**src/rtl/gpio_pkg.sv**
```systemverilog
package gpio_pkg;

  typedef enum logic [1:0] {
    SNS_BOTH = 2'd0,
    SNS_RISE = 2'd1,
    SNS_FALL = 2'd2,
    SNS_LOW  = 2'd3
  } sense_e;

  typedef enum logic [2:0] {
    DRV_TOTEM  = 3'd0,
    DRV_PULLDN = 3'd1,
    DRV_PULLUP = 3'd2,
    DRV_WAND   = 3'd3,
    DRV_WOR    = 3'd4,
    DRV_KEEP   = 3'd5
  } drive_e;

  typedef struct packed {
    logic   inv;
    drive_e drv;
    sense_e sns;
  } pin_cfg_t;

  localparam int A_DIR      = 0;
  localparam int A_DIR_SET  = 1;
  localparam int A_DIR_CLR  = 2;
  localparam int A_DIR_TGL  = 3;
  localparam int A_OUT      = 4;
  localparam int A_OUT_SET  = 5;
  localparam int A_OUT_CLR  = 6;
  localparam int A_OUT_TGL  = 7;
  localparam int A_IN       = 8;
  localparam int A_FLAGS    = 9;
  localparam int A_IRQ0_MSK = 10;
  localparam int A_IRQ1_MSK = 11;
  localparam int A_IRQ_EN   = 12;
  localparam int A_CFG_MSK  = 13;
  localparam int A_CFG_WR   = 14;
  localparam int A_ROUTE    = 15;
  localparam int A_CFG_BASE = 16;

  function automatic pin_cfg_t cfg_unpack(input logic [7:0] b);
    pin_cfg_t c;
    c.inv = b[7];
    c.drv = drive_e'(b[5:3]);
    c.sns = sense_e'(b[1:0]);
    return c;
  endfunction

  function automatic logic [7:0] cfg_pack(input pin_cfg_t c);
    return {c.inv, 1'b0, c.drv, 1'b0, c.sns};
  endfunction

endpackage

```
**src/rtl/gpio_regs.sv**
```systemverilog
module gpio_regs
  import gpio_pkg::*;
#(
  parameter int PINS = 8,
  parameter int DW   = 8,
  parameter int AW   = 5
) (
  input  logic                 clk,
  input  logic                 rst,
  input  logic                 bus_we,
  input  logic [AW-1:0]        bus_addr,
  input  logic [DW-1:0]        bus_wdata,
  output logic [DW-1:0]        bus_rdata,
  input  logic [PINS-1:0]      in_val,
  input  logic [PINS-1:0]      flags,
  output logic [PINS-1:0]      flag_clr,
  output logic [PINS-1:0]      dir_q,
  output logic [PINS-1:0]      out_q,
  output pin_cfg_t [PINS-1:0]  cfg_q,
  output logic [PINS-1:0]      msk0_q,
  output logic [PINS-1:0]      msk1_q,
  output logic [1:0]           irq_en_q,
  output logic [1:0]           route_q
);

  logic [PINS-1:0] cfg_msk_q;
  logic [PINS-1:0] wd;
  logic [DW-1:0]   rd_next;
  logic [AW-1:0]   cfg_idx;
  int              a;

  assign wd       = bus_wdata[PINS-1:0];
  assign a        = int'(bus_addr);
  assign cfg_idx  = bus_addr - AW'(A_CFG_BASE);
  assign flag_clr = (bus_we && a == A_FLAGS) ? wd : '0;

  always_ff @(posedge clk) begin
    if (rst) begin
      dir_q     <= '0;
      out_q     <= '0;
      msk0_q    <= '0;
      msk1_q    <= '0;
      irq_en_q  <= '0;
      route_q   <= '0;
      cfg_msk_q <= '0;
      cfg_q     <= '0;
    end else if (bus_we) begin
      case (a)
        A_DIR:      dir_q     <= wd;
        A_DIR_SET:  dir_q     <= dir_q | wd;
        A_DIR_CLR:  dir_q     <= dir_q & ~wd;
        A_DIR_TGL:  dir_q     <= dir_q ^ wd;
        A_OUT:      out_q     <= wd;
        A_OUT_SET:  out_q     <= out_q | wd;
        A_OUT_CLR:  out_q     <= out_q & ~wd;
        A_OUT_TGL:  out_q     <= out_q ^ wd;
        A_IRQ0_MSK: msk0_q    <= wd;
        A_IRQ1_MSK: msk1_q    <= wd;
        A_IRQ_EN:   irq_en_q  <= bus_wdata[1:0];
        A_CFG_MSK:  cfg_msk_q <= wd;
        A_ROUTE:    route_q   <= bus_wdata[1:0];
        A_CFG_WR: begin
          for (int i = 0; i < PINS; i++)
            if (cfg_msk_q[i]) cfg_q[i] <= cfg_unpack(bus_wdata[7:0]);
        end
        default: ;
      endcase
    end
  end

  always_comb begin
    rd_next = '0;
    case (a)
      A_DIR, A_DIR_SET, A_DIR_CLR, A_DIR_TGL: rd_next[PINS-1:0] = dir_q;
      A_OUT, A_OUT_SET, A_OUT_CLR, A_OUT_TGL: rd_next[PINS-1:0] = out_q;
      A_IN:       rd_next[PINS-1:0] = in_val;
      A_FLAGS:    rd_next[PINS-1:0] = flags;
      A_IRQ0_MSK: rd_next[PINS-1:0] = msk0_q;
      A_IRQ1_MSK: rd_next[PINS-1:0] = msk1_q;
      A_IRQ_EN:   rd_next[1:0]      = irq_en_q;
      A_CFG_MSK:  rd_next[PINS-1:0] = cfg_msk_q;
      A_ROUTE:    rd_next[1:0]      = route_q;
      default: begin
        if (a >= A_CFG_BASE && a < A_CFG_BASE + PINS)
          rd_next[7:0] = cfg_pack(cfg_q[cfg_idx]);
      end
    endcase
  end

  always_ff @(posedge clk) begin
    if (rst) bus_rdata <= '0;
    else     bus_rdata <= rd_next;
  end

  p_set_alias_r2: assert property (@(posedge clk) disable iff (rst)
    (bus_we && a == A_OUT_SET) |=> ((out_q & $past(wd)) == $past(wd)));

  p_tgl_alias_r2: assert property (@(posedge clk) disable iff (rst)
    (bus_we && a == A_DIR_TGL) |=> (dir_q == ($past(dir_q) ^ $past(wd))));

  generate
    for (genvar g = 0; g < PINS; g++) begin : g_cfg_chk
      p_cfg_keep_r7: assert property (@(posedge clk) disable iff (rst)
        (bus_we && a == A_CFG_WR && !cfg_msk_q[g]) |=> $stable(cfg_q[g]));
    end
  endgenerate

endmodule

```
**src/rtl/gpio_sense.sv**
```systemverilog
module gpio_sense
  import gpio_pkg::*;
#(
  parameter int PINS = 8
) (
  input  logic                 clk,
  input  logic                 rst,
  input  logic [PINS-1:0]      pin_in,
  input  pin_cfg_t [PINS-1:0]  cfg,
  input  logic [PINS-1:0]      flag_clr,
  output logic [PINS-1:0]      in_val,
  output logic [PINS-1:0]      sync_raw,
  output logic [PINS-1:0]      flags
);

  logic [PINS-1:0] s1_q, s2_q, prev_q, hit;

  always_ff @(posedge clk) begin
    if (rst) begin
      s1_q <= '0;
      s2_q <= '0;
    end else begin
      s1_q <= pin_in;
      s2_q <= s1_q;
    end
  end

  assign sync_raw = s2_q;

  generate
    for (genvar g = 0; g < PINS; g++) begin : g_pin
      assign in_val[g] = s2_q[g] ^ cfg[g].inv;
      always_comb begin
        case (cfg[g].sns)
          SNS_BOTH: hit[g] = in_val[g] ^ prev_q[g];
          SNS_RISE: hit[g] = in_val[g] & ~prev_q[g];
          SNS_FALL: hit[g] = ~in_val[g] & prev_q[g];
          default:  hit[g] = ~in_val[g];
        endcase
      end

      p_low_hold_r5: assert property (@(posedge clk) disable iff (rst)
        (cfg[g].sns == SNS_LOW && !in_val[g]) |=> flags[g]);
    end
  endgenerate

  always_ff @(posedge clk) begin
    if (rst) begin
      prev_q <= '0;
      flags  <= '0;
    end else begin
      prev_q <= in_val;
      flags  <= (flags & ~flag_clr) | hit;
    end
  end

endmodule

```
**src/rtl/gpio_drive.sv**
```systemverilog
module gpio_drive
  import gpio_pkg::*;
#(
  parameter int PINS    = 8,
  parameter int CLK_PIN = 4,
  parameter int EVT_PIN = 7
) (
  input  logic                 clk,
  input  logic                 rst,
  input  logic [PINS-1:0]      dir,
  input  logic [PINS-1:0]      out,
  input  pin_cfg_t [PINS-1:0]  cfg,
  input  logic [1:0]           route,
  input  logic                 clk_src,
  input  logic                 evt_src,
  input  logic [PINS-1:0]      sync_raw,
  output logic [PINS-1:0]      pin_out,
  output logic [PINS-1:0]      pin_oe,
  output logic [PINS-1:0]      pull_en,
  output logic [PINS-1:0]      pull_hi
);

  logic [PINS-1:0] src, lvl, oe_n, val_n, pen_n, phi_n;

  generate
    for (genvar g = 0; g < PINS; g++) begin : g_pin
      if (g == CLK_PIN && g == EVT_PIN) begin : g_both
        assign src[g] = route[1] ? evt_src : (route[0] ? clk_src : out[g]);
      end else if (g == CLK_PIN) begin : g_clk
        assign src[g] = route[0] ? clk_src : out[g];
      end else if (g == EVT_PIN) begin : g_evt
        assign src[g] = route[1] ? evt_src : out[g];
      end else begin : g_plain
        assign src[g] = out[g];
      end

      assign lvl[g] = src[g] ^ cfg[g].inv;

      always_comb begin
        oe_n[g]  = 1'b0;
        val_n[g] = 1'b0;
        pen_n[g] = 1'b0;
        phi_n[g] = 1'b0;
        if (dir[g]) begin
          case (cfg[g].drv)
            DRV_WAND: begin oe_n[g] = ~lvl[g]; val_n[g] = 1'b0; end
            DRV_WOR:  begin oe_n[g] = lvl[g];  val_n[g] = 1'b1; end
            default:  begin oe_n[g] = 1'b1;    val_n[g] = lvl[g]; end
          endcase
        end else begin
          case (cfg[g].drv)
            DRV_PULLDN: begin pen_n[g] = 1'b1; phi_n[g] = 1'b0; end
            DRV_PULLUP: begin pen_n[g] = 1'b1; phi_n[g] = 1'b1; end
            DRV_KEEP:   begin pen_n[g] = 1'b1; phi_n[g] = sync_raw[g]; end
            default: ;
          endcase
        end
      end

      p_dir_off_r11: assert property (@(posedge clk) disable iff (rst)
        !$past(dir[g]) |-> !pin_oe[g]);

      p_wand_low_r8: assert property (@(posedge clk) disable iff (rst)
        (pin_oe[g] && $past(dir[g] && cfg[g].drv == DRV_WAND)) |-> !pin_out[g]);
    end
  endgenerate

  always_ff @(posedge clk) begin
    if (rst) begin
      pin_out <= '0;
      pin_oe  <= '0;
      pull_en <= '0;
      pull_hi <= '0;
    end else begin
      pin_out <= val_n;
      pin_oe  <= oe_n;
      pull_en <= pen_n;
      pull_hi <= phi_n;
    end
  end

endmodule

```
**src/rtl/gpio_port_ctrl.sv**
```systemverilog
module gpio_port_ctrl
  import gpio_pkg::*;
#(
  parameter int PINS    = 8,
  parameter int CLK_PIN = 4,
  parameter int EVT_PIN = PINS - 1,
  localparam int DW     = (PINS < 8) ? 8 : PINS,
  localparam int AW     = $clog2(A_CFG_BASE + PINS)
) (
  input  logic            clk,
  input  logic            rst,
  input  logic            bus_we,
  input  logic [AW-1:0]   bus_addr,
  input  logic [DW-1:0]   bus_wdata,
  output logic [DW-1:0]   bus_rdata,
  input  logic [PINS-1:0] pin_in,
  output logic [PINS-1:0] pin_out,
  output logic [PINS-1:0] pin_oe,
  output logic [PINS-1:0] pull_en,
  output logic [PINS-1:0] pull_hi,
  input  logic            clk_src,
  input  logic            evt_src,
  output logic [1:0]      irq
);

  logic [PINS-1:0]     in_val, sync_raw, flags, flag_clr;
  logic [PINS-1:0]     dir_q, out_q, msk0_q, msk1_q;
  logic [1:0]          irq_en_q, route_q, irq_n;
  pin_cfg_t [PINS-1:0] cfg_q;

  gpio_regs #(.PINS(PINS), .DW(DW), .AW(AW)) u_regs (
    .clk(clk), .rst(rst), .bus_we(bus_we), .bus_addr(bus_addr),
    .bus_wdata(bus_wdata), .bus_rdata(bus_rdata), .in_val(in_val),
    .flags(flags), .flag_clr(flag_clr), .dir_q(dir_q), .out_q(out_q),
    .cfg_q(cfg_q), .msk0_q(msk0_q), .msk1_q(msk1_q),
    .irq_en_q(irq_en_q), .route_q(route_q)
  );

  gpio_sense #(.PINS(PINS)) u_sense (
    .clk(clk), .rst(rst), .pin_in(pin_in), .cfg(cfg_q),
    .flag_clr(flag_clr), .in_val(in_val), .sync_raw(sync_raw), .flags(flags)
  );

  gpio_drive #(.PINS(PINS), .CLK_PIN(CLK_PIN), .EVT_PIN(EVT_PIN)) u_drive (
    .clk(clk), .rst(rst), .dir(dir_q), .out(out_q), .cfg(cfg_q),
    .route(route_q), .clk_src(clk_src), .evt_src(evt_src),
    .sync_raw(sync_raw), .pin_out(pin_out), .pin_oe(pin_oe),
    .pull_en(pull_en), .pull_hi(pull_hi)
  );

  assign irq_n[0] = irq_en_q[0] & (|(flags & msk0_q));
  assign irq_n[1] = irq_en_q[1] & (|(flags & msk1_q));

  always_ff @(posedge clk) begin
    if (rst) irq <= '0;
    else     irq <= irq_n;
  end

  p_irq0_src_r6: assert property (@(posedge clk) disable iff (rst)
    irq[0] |-> $past(irq_en_q[0] && ((flags & msk0_q) != '0)));

  p_irq1_src_r6: assert property (@(posedge clk) disable iff (rst)
    irq[1] |-> $past(irq_en_q[1] && ((flags & msk1_q) != '0)));

endmodule

```
**config.mk**
```make
export PLATFORM = sky130hd
export DESIGN_NAME = gpio_port_ctrl
export DESIGN_NICKNAME = d
export VERILOG_FILES = /design/src/rtl/gpio_pkg.sv /design/src/rtl/gpio_regs.sv /design/src/rtl/gpio_sense.sv /design/src/rtl/gpio_drive.sv /design/src/rtl/gpio_port_ctrl.sv
export SDC_FILE = /design/constraint.sdc
export NUM_CORES = 1
export LEC_CHECK = 0
export ABC_AREA = 0
export CAP_MARGIN = 5
export CORE_MARGIN = 1
export CORE_UTILIZATION = 45
export DETAILED_ROUTE_END_ITERATION = 10
export SYNTH_ARGS = -nofsm -noshare
export SYNTH_HDL_FRONTEND = slang
export SYNTH_SLANG_ARGS = --single-unit
```
**constraint.sdc**
```tcl
create_clock -name clk -period 2.3 [get_ports clk]
set_input_delay 0.575 -clock clk [delete_from_list [all_inputs] [get_ports clk]]
set_output_delay 0.575 -clock clk [all_outputs]
set_load 0.1 [all_outputs]
```
==> results of run 1 <==
[worst max-delay path: stages]
cell	delay [ns]
clkdlybuf4s50_1	0.50
buf_4	0.20
or3_1	0.49
nor2_2	0.21
buf_4	0.17
o31ai_2	0.06
a21oi_1	0.12
o22ai_1	0.09
[per-layer routing]
metal,wire length [microns],track usage,vias to the layer above
met5,0,0,-
met4,786,0.115,0
met2,11300,0.414,318
met3,1780,0.0427,55
li1,-,-,3636
met1,11900,0.381,3601
[power groups by stage]
stage	clock, mW	sequential (mW)	combinational [mW]
final	3.15	2.96	0.612
after global routing	3.32	2.96	0.660
after CTS	3.19	2.96	0.606
after detailed placement	0	3.02	0.603
after global placement	0	3.02	0.595
after floorplan	0	3.03	0.332
[per-stage QoR]
stage | util | total power [mW] | setup TNS, ns | std cells
final | 0.560 | 6.72 | 0 | 1345
after global routing | 0.560 | 6.94 | 0 | 1345
after CTS | 0.560 | 6.75 | 0 | 1345
after detailed placement | 0.525 | 3.63 | -9.45 | 1313
after global placement | 0.525 | 3.62 | -9.26 | 1313
after floorplan | - | 3.36 | 0 | 991
[cells in the mapped netlist (11+ instances only)]
library cell | n | area [sq um]
clkbuf_1 | 39 | 146
ha_1 | 48 | 601
dfxtp_1 | 166 | 3320
mux4_2 | 24 | 541
a311oi_1 | 11 | 96.3
o21ai_0 | 12 | 60.1
buf_4 | 13 | 97.6
nor3_1 | 18 | 90.1
nor2_1 | 83 | 312
a21oi_1 | 117 | 586
inv_1 | 70 | 263
nand2_1 | 104 | 390
mux2i_1 | 40 | 400
nor2b_1 | 27 | 169
nand3_1 | 59 | 295
o22ai_1 | 19 | 119
nand2b_1 | 18 | 113
buf_2 | 14 | 70.1
[layout make-up]
| type | instances | area, sq um | area share |
|---|---|---|---|
| Inverter | 72 | 270 | 0.0258 |
| Multi-Input combinational cell | 680 | 4620 | 0.441 |
| Tap cell | 234 | 293 | 0.0280 |
| Clock inverter | 13 | 191 | 0.0183 |
| Sequential cell | 166 | 3320 | 0.317 |
| Clock buffer | 19 | 453 | 0.0433 |
| Timing Repair Buffer | 161 | 1320 | 0.126 |
[kinds of logic (layout without fill, tap and decap cells)]
group           Yosys count  after routing
simple gates            341            341
mux                      64             64
buf+inv                 145            265
fa+ha+maj                48             48
compound gates          211            211
flops                   166            166
xor+xnor                 16             16
[worst max-delay path by stage]
| stage | start | endpoint | slack, ns | cells after the start |
|---|---|---|---|---|
| 2_1_floorplan | bus_addr[3] | u_regs.dir_q[5] | 0.47 | 6 |
| 3_3_place_gp | bus_addr[2] | u_regs.cfg_q[38] | -0.16 | 8 |
| 3_5_place_dp | bus_addr[2] | u_regs.dir_q[1] | -0.20 | 8 |
| 4_1_cts | u_regs.cfg_q[17] | u_sense.flags[2] | 0.21 | 7 |
| 5_1_grt | u_regs.cfg_q[17] | u_sense.flags[2] | 0.10 | 7 |
| 6_report | bus_addr[2] | u_regs.dir_q[0] | 0.20 | 8 |
==> flow_summary.ini, run 1 <==
[run_status]
status = finished clean

[synth]
avgSynthCellArea_sq_um = 8.65
syn_nets = 1065
synth_cells = 991
synth_edf_count = 0
synthSimpleGateAreaFrac = 0.193
synth_adder_area_share = 0.0700
muxShareOfSynthArea = 0.110
synth_top_flop_cell = dfxtp_1
synth_top_family_by_area = simple AND/OR/NAND/NOR gates
synth_compound_area_frac = 0.149
post_synth_num_cell_types = 51
syn_area_sq_mm = 0.00858
yosys_warnings = 0
ys_ff_latch = 166
ys_seq_area_frac = 0.388
synthXorXnorAreaFrac = 0.0163
async_reset_ff_frac = 0

[sta]
skew_ns = 0.00831
hold_ws_ns = 0.437
relSlewSlack = 0.625
max_freq_mhz = 477
tightest_slew_ns = 0.559
hold_violations = 0
rsz0062_at_grt = false
post-route-period-util = 0.911
final-max-slew-violation-count = 0
setup_slack_ns = 0.205
period_needed_ns = 2.10
final-setup-viol-count = 0

[worst_hold_path]
min_to = u_sense.sync_raw[3]
hp-start = u_sense.s1_q[3]
hold_depth = 1
min_path_type = reg -> reg

[clock_tree]
clockBufferDepth = 2
clk_latency_ns = 0.43
ctsRootBufferMaster = clkbuf_16
cts_inserted_buffers = 17
cts_sinks = 166
hold_buffers = 0
postCtsResizedCells = 0
cts.htree.levels = 4
cts_tree = done
path_clk_slew_ns = 0.07
post-cts-setup-buffers = 0

[power_and_ir_drop]
ir_drop_mv = 0.523
p_seq_frac = 0.440
swShare = 0.247
combPwrFrac = 0.091
power_density_mw_per_mm2 = 642
p_int_mw = 5.07
clkPwrFrac = 0.469
power.leakage_nw = 4.19
power_switching_mw = 1.66

[grt]
antenna_found_initial = 0
grt_overflow = 0
grt_pass1_vias = 6995
grt_use_total = 0.272
grt_pass1_wl_microns = 40100
grt_max_degree = 36

[worst_setup_path]
end_kind = register
critPathLaunchType = input pin
crit_type = in -> reg
r2r_setup_slack_ns = 0.23
cp_max_fo = 6
reg2reg_from = u_regs.cfg_q[17]
required_ns = 2.62
reg2reg_to = u_sense.flags[2]
reg2reg_depth = 7
critPathArrivalTime_ns = 2.42

[routing]
wire_per_inst_microns = 19.1
drt_pass1_iterations = 5
vias = 7610
viasPerCell = 5.66
wl_microns = 25800
ant_nets = 0
drtIter0Drc = 668
drc_errors = 0

[placed_design]
placed_cell_area_sq_mm = 0.00983
dp_hpwl_microns = 18500
globalplace.congestion = 0.906
io_buffers = 67
pre_cts_ws_ns = -0.199

[finish]
top_register = u_regs.cfg_q
drive_gt1_frac = 0.189
layout_common_cells = dfxtp_1 (166), buf_4 (132), a21oi_1 (117), nand2_1 (104), nor2_1 (83)
layout_commonest_cell = dfxtp_1
final_area_sq_mm = 0.0105
largest_reg_flops = 48
area_growth_pct = 22.1
finalNetCount = 1172
num_antenna_cells = 0
fillers = 1730

[run]
cap_violations = 0

[floorplan]
fp.dieH_microns = 140
initial_utilization = 0.458
die_area_sq_mm = 0.0196
num_rows = 50
die_x_microns = 140
io_pins = 68
fp.coreArea_sq_mm = 0.0187
No activity file was read; power rests on OpenSTA's default activity.
==> inputs of run 2 (changes only) <==
Settings changed: CORE_UTILIZATION 45 to 55, PLACE_DENSITY set to 0.76.
==> flow_summary.ini, run 2 (synthesis results as in run 1) <==
[run_status]
status = finished clean

[clock_tree]
cts_inserted_buffers = 17
path_clk_slew_ns = 0.07
clk_latency_ns = 0.44
ctsRootBufferMaster = clkbuf_16
post-cts-setup-buffers = 0
postCtsResizedCells = 0
cts.htree.levels = 4
cts_tree = done
hold_buffers = 0
clockBufferDepth = 2
cts_sinks = 166

[power_and_ir_drop]
ir_drop_mv = 0.573
power_density_mw_per_mm2 = 618
power.leakage_nw = 4.12
power_mw = 6.37

[sta]
fin_setup_tns_ns = 0
max_freq_mhz = 490
relSlewSlack = 0.655
skew_ns = 0.0118
post-route-period-util = 0.888
setup_slack_ns = 0.258
final-max-slew-violation-count = 0
period_needed_ns = 2.04
hold_violations = 0
tightest_slew_ns = 0.513
hold_ws_ns = 0.436
rsz0062_at_grt = false
final-setup-viol-count = 0

[floorplan]
fp.coreArea_sq_mm = 0.0152
fp.dieH_microns = 127
initial_utilization = 0.564
io_pins = 68
die_x_microns = 127
die_area_sq_mm = 0.0161
num_rows = 45

[finish]
largest_reg_flops = 48
num_antenna_cells = 0
finalNetCount = 1166
fillers = 1214
final_cells = 1293
multi_input_comb_area_sq_mm = 0.00463
layout_common_cells = dfxtp_1 (166), buf_4 (126), a21oi_1 (117), nand2_1 (104), nor2_1 (83)
register_area_sq_mm = 0.00332
drive_gt1_frac = 0.185
final_area_sq_mm = 0.0103
area_growth_pct = 20.1
post-route-util = 0.678
layout_commonest_cell = dfxtp_1
top_register = u_regs.cfg_q

[placed_design]
dpl.cell_count = 1261
io_buffers = 67
globalplace.congestion = 1.00
pre_cts_ws_ns = -0.139
placed_cell_area_sq_mm = 0.00972
dp_hpwl_microns = 17700

[grt]
grt_max_degree = 51
grt_pass1_wl_microns = 39000
grt_overflow = 0
grt_pass1_vias = 7216
antenna_found_initial = 0
grt_use_total = 0.319

[worst_setup_path]
slowest_stage = mux4_2
end_kind = register
required_ns = 2.62
cp_max_fo = 5
slowest_delay_ns = 0.52
critPathMostFrequentCell = inv_1
worstPathCellList = xnor2_2 > inv_1 > ha_1 > inv_1 > mux4_2 > a21oi_1 > nor2_1
critPathLaunchType = register
crit_type = reg -> reg
critPathArrivalTime_ns = 2.36

[routing]
wire_per_inst_microns = 19.2
drt_pass1_iterations = 6
viasPerCell = 6.06
vias = 7835
drtIter0Drc = 910
wl_microns = 24900
drc_errors = 0
ant_nets = 0

[run]
cap_violations = 0

[worst_hold_path]
min_path_type = reg -> reg
[run 2: routing by layer]
| metal | vias to the layer above | routed length, microns | global-route usage |
|---|---|---|---|
| met3 | 67 | 2280 | 0.0527 |
| met5 | - | 0 | 0 |
| met4 | 0 | 981 | 0.156 |
| met2 | 398 | 11100 | 0.488 |
| met1 | 3721 | 10500 | 0.437 |
| li1 | 3649 | - | - |
[run 2: path summary, 6_finish.rpt]
path                         start                   to  slack (ns)  depth (start not counted)
setup / recovery  u_regs.cfg_q[17]     u_sense.flags[2]        0.26                          7
hold / removal     u_sense.s1_q[7]  u_sense.sync_raw[7]        0.44                          1
setup reg to reg  u_regs.cfg_q[17]     u_sense.flags[2]        0.26                          7
hold reg to reg    u_sense.s1_q[7]  u_sense.sync_raw[7]        0.44                          1
[run 2: cell type report]
type	count	share of cell area
flip-flops and latches	166	0.323
multi-input cells	680	0.449
clock buffers	18	0.0417
clock inverters	14	0.0136
inverters	72	0.0262
well taps	188	0.0228
repair buffers	155	0.124
[run 2: where the power goes]
| part | total (mW) | leakage [nW] | switching (mW) | internal [mW] |
|---|---|---|---|---|
| Combinational | 0.608 | 2.51 | 0.351 | 0.256 |
| Clock | 2.80 | 0.268 | 1.28 | 1.52 |
| Sequential | 2.96 | 1.34 | 0.0431 | 2.91 |
| Total | 6.37 | 4.12 | 1.68 | 4.69 |
[run 2: worst max-delay path: cells and delay by family (launching register included)]
family,cells,cell delay [ns]
fa+ha+maj,1,0.30
buf+inv,2,0.14
mux,1,0.52
flops,1,0.36
compound gates,1,0.16
xor+xnor,1,0.38
simple gates,1,0.05
==> inputs of run 3 (changes only) <==
Settings changed: CORE_ASPECT_RATIO set to 0.75, CTS_CLUSTER_DIAMETER set to 30.
==> flow_summary.ini, run 3 (synthesis results as in run 1) <==
[run_status]
status = complete, but fails checks
violations = design-rule violations

[routing]
wire_per_inst_microns = 19.5
drc_errors = 2
ant_nets = 0
vias = 7811
drt_pass1_iterations = 8
drtIter0Drc = 866
wl_microns = 25500
viasPerCell = 5.97

[clock_tree]
clockBufferDepth = 2
cts.htree.levels = 4
hold_buffers = 0
cts_tree = done
cts_inserted_buffers = 17
clk_latency_ns = 0.44
path_clk_slew_ns = 0.07
cts_sinks = 166
post-cts-setup-buffers = 0
postCtsResizedCells = 0
ctsRootBufferMaster = clkbuf_16

[sta]
final-max-slew-violation-count = 0
rsz0062_at_grt = false
max_freq_mhz = 470
hold_violations = 0
setup_slack_ns = 0.171
fin_setup_tns_ns = 0
tightest_slew_ns = 0.565
period_needed_ns = 2.13
final-setup-viol-count = 0
relSlewSlack = 0.620
post-route-period-util = 0.926
hold_ws_ns = 0.434
skew_ns = 0.00797

[placed_design]
pre_cts_ws_ns = -0.151
globalplace.congestion = 1.03
dpl.cell_count = 1277
placed_cell_area_sq_mm = 0.00976
io_buffers = 67
dp_hpwl_microns = 18300

[finish]
final_area_sq_mm = 0.0103
fillers = 1252
num_antenna_cells = 0
finalNetCount = 1165
layout_common_cells = dfxtp_1 (166), buf_4 (123), a21oi_1 (117), nand2_1 (104), nor2_1 (83)
final_cells = 1308
area_growth_pct = 20.4
layout_commonest_cell = dfxtp_1
top_register = u_regs.cfg_q
post-route-util = 0.678
drive_gt1_frac = 0.183
largest_reg_flops = 48

[worst_setup_path]
critPathLaunchType = register
reg2reg_from = u_regs.cfg_q[17]
r2r_setup_slack_ns = 0.17
cp_max_fo = 5
reg2reg_to = u_sense.flags[2]
cp-startpoint = u_regs.cfg_q[17]
critPathArrivalTime_ns = 2.45
slowest_delay_ns = 0.52
worstPathCellList = xnor2_1 > inv_1 > ha_1 > inv_1 > mux4_2 > a21oi_1 > nor2_1
crit_type = reg -> reg
critPathMostFrequentCell = inv_1
end_kind = register
slowest_stage = mux4_2
reg2reg_depth = 7
required_ns = 2.62

[floorplan]
die_area_sq_mm = 0.0161
io_pins = 68
fp.dieH_microns = 110
die_x_microns = 146
num_rows = 39
fp.coreArea_sq_mm = 0.0152
initial_utilization = 0.563

[run]
cap_violations = 0

[worst_hold_path]
min_path_type = reg -> reg
hp-start = u_sense.s1_q[4]
min_to = u_sense.sync_raw[4]
hold_depth = 1

[power_and_ir_drop]
combPwrFrac = 0.097
power.leakage_nw = 4.12
clkPwrFrac = 0.437
ir_drop_mv = 0.516
power_mw = 6.35
power_density_mw_per_mm2 = 615
p_seq_frac = 0.466
swShare = 0.260
power_switching_mw = 1.65
p_int_mw = 4.70

[grt]
antenna_found_initial = 0
grt_max_degree = 45
grt_pass1_vias = 7030
grt_use_total = 0.326
grt_overflow = 0
grt_pass1_wl_microns = 39400
run 3: worst max path at each step:
stage	slack, ns	cells past startpoint	to
global placement	-0.12	7	u_regs.cfg_q[3]
CTS	0.22	7	u_sense.flags[2]
detailed placement	-0.15	6	u_regs.dir_q[4]
global route	0.07	7	u_sense.flags[2]
finish	0.17	7	u_sense.flags[2]
floorplan	0.47	6	u_regs.dir_q[5]
run 3: power by group through the flow:
| stage | combinational (mW) | sequential (mW) | clock [mW] |
|---|---|---|---|
| floorplan | 0.332 | 3.03 | 0 |
| global placement | 0.589 | 3.02 | 0 |
| detailed placement | 0.600 | 3.02 | 0 |
| CTS | 0.604 | 2.96 | 2.78 |
| global route | 0.659 | 2.96 | 2.91 |
| finish | 0.618 | 2.96 | 2.77 |
run 3: final cells by class:
cell class | count | area [sq um] | share of cell area
repair buffers | 154 | 1290 | 0.125
multi-input cells | 680 | 4620 | 0.447
flip-flops and latches | 166 | 3320 | 0.322
clock buffers | 18 | 439 | 0.0425
inverters | 72 | 270 | 0.0262
clock inverters | 13 | 123 | 0.0119
well taps | 205 | 256 | 0.0248
run 3: worst max-delay path, delay by kind of cell, from the launching register on:
kind            cells  cell delay (ns)
xor+xnor            1             0.48
fa+ha+maj           1             0.30
mux                 1             0.52
flops               1             0.36
compound gates      1             0.15
buf+inv             2             0.14
simple gates        1             0.05
run 3: metal layers:
layer	up-vias	wire length [microns]	track usage
li1	3628	-	-
met1	3652	11300	0.466
met2	472	10600	0.484
met3	59	2860	0.0691
met4	0	719	0.122
met5	-	0	0
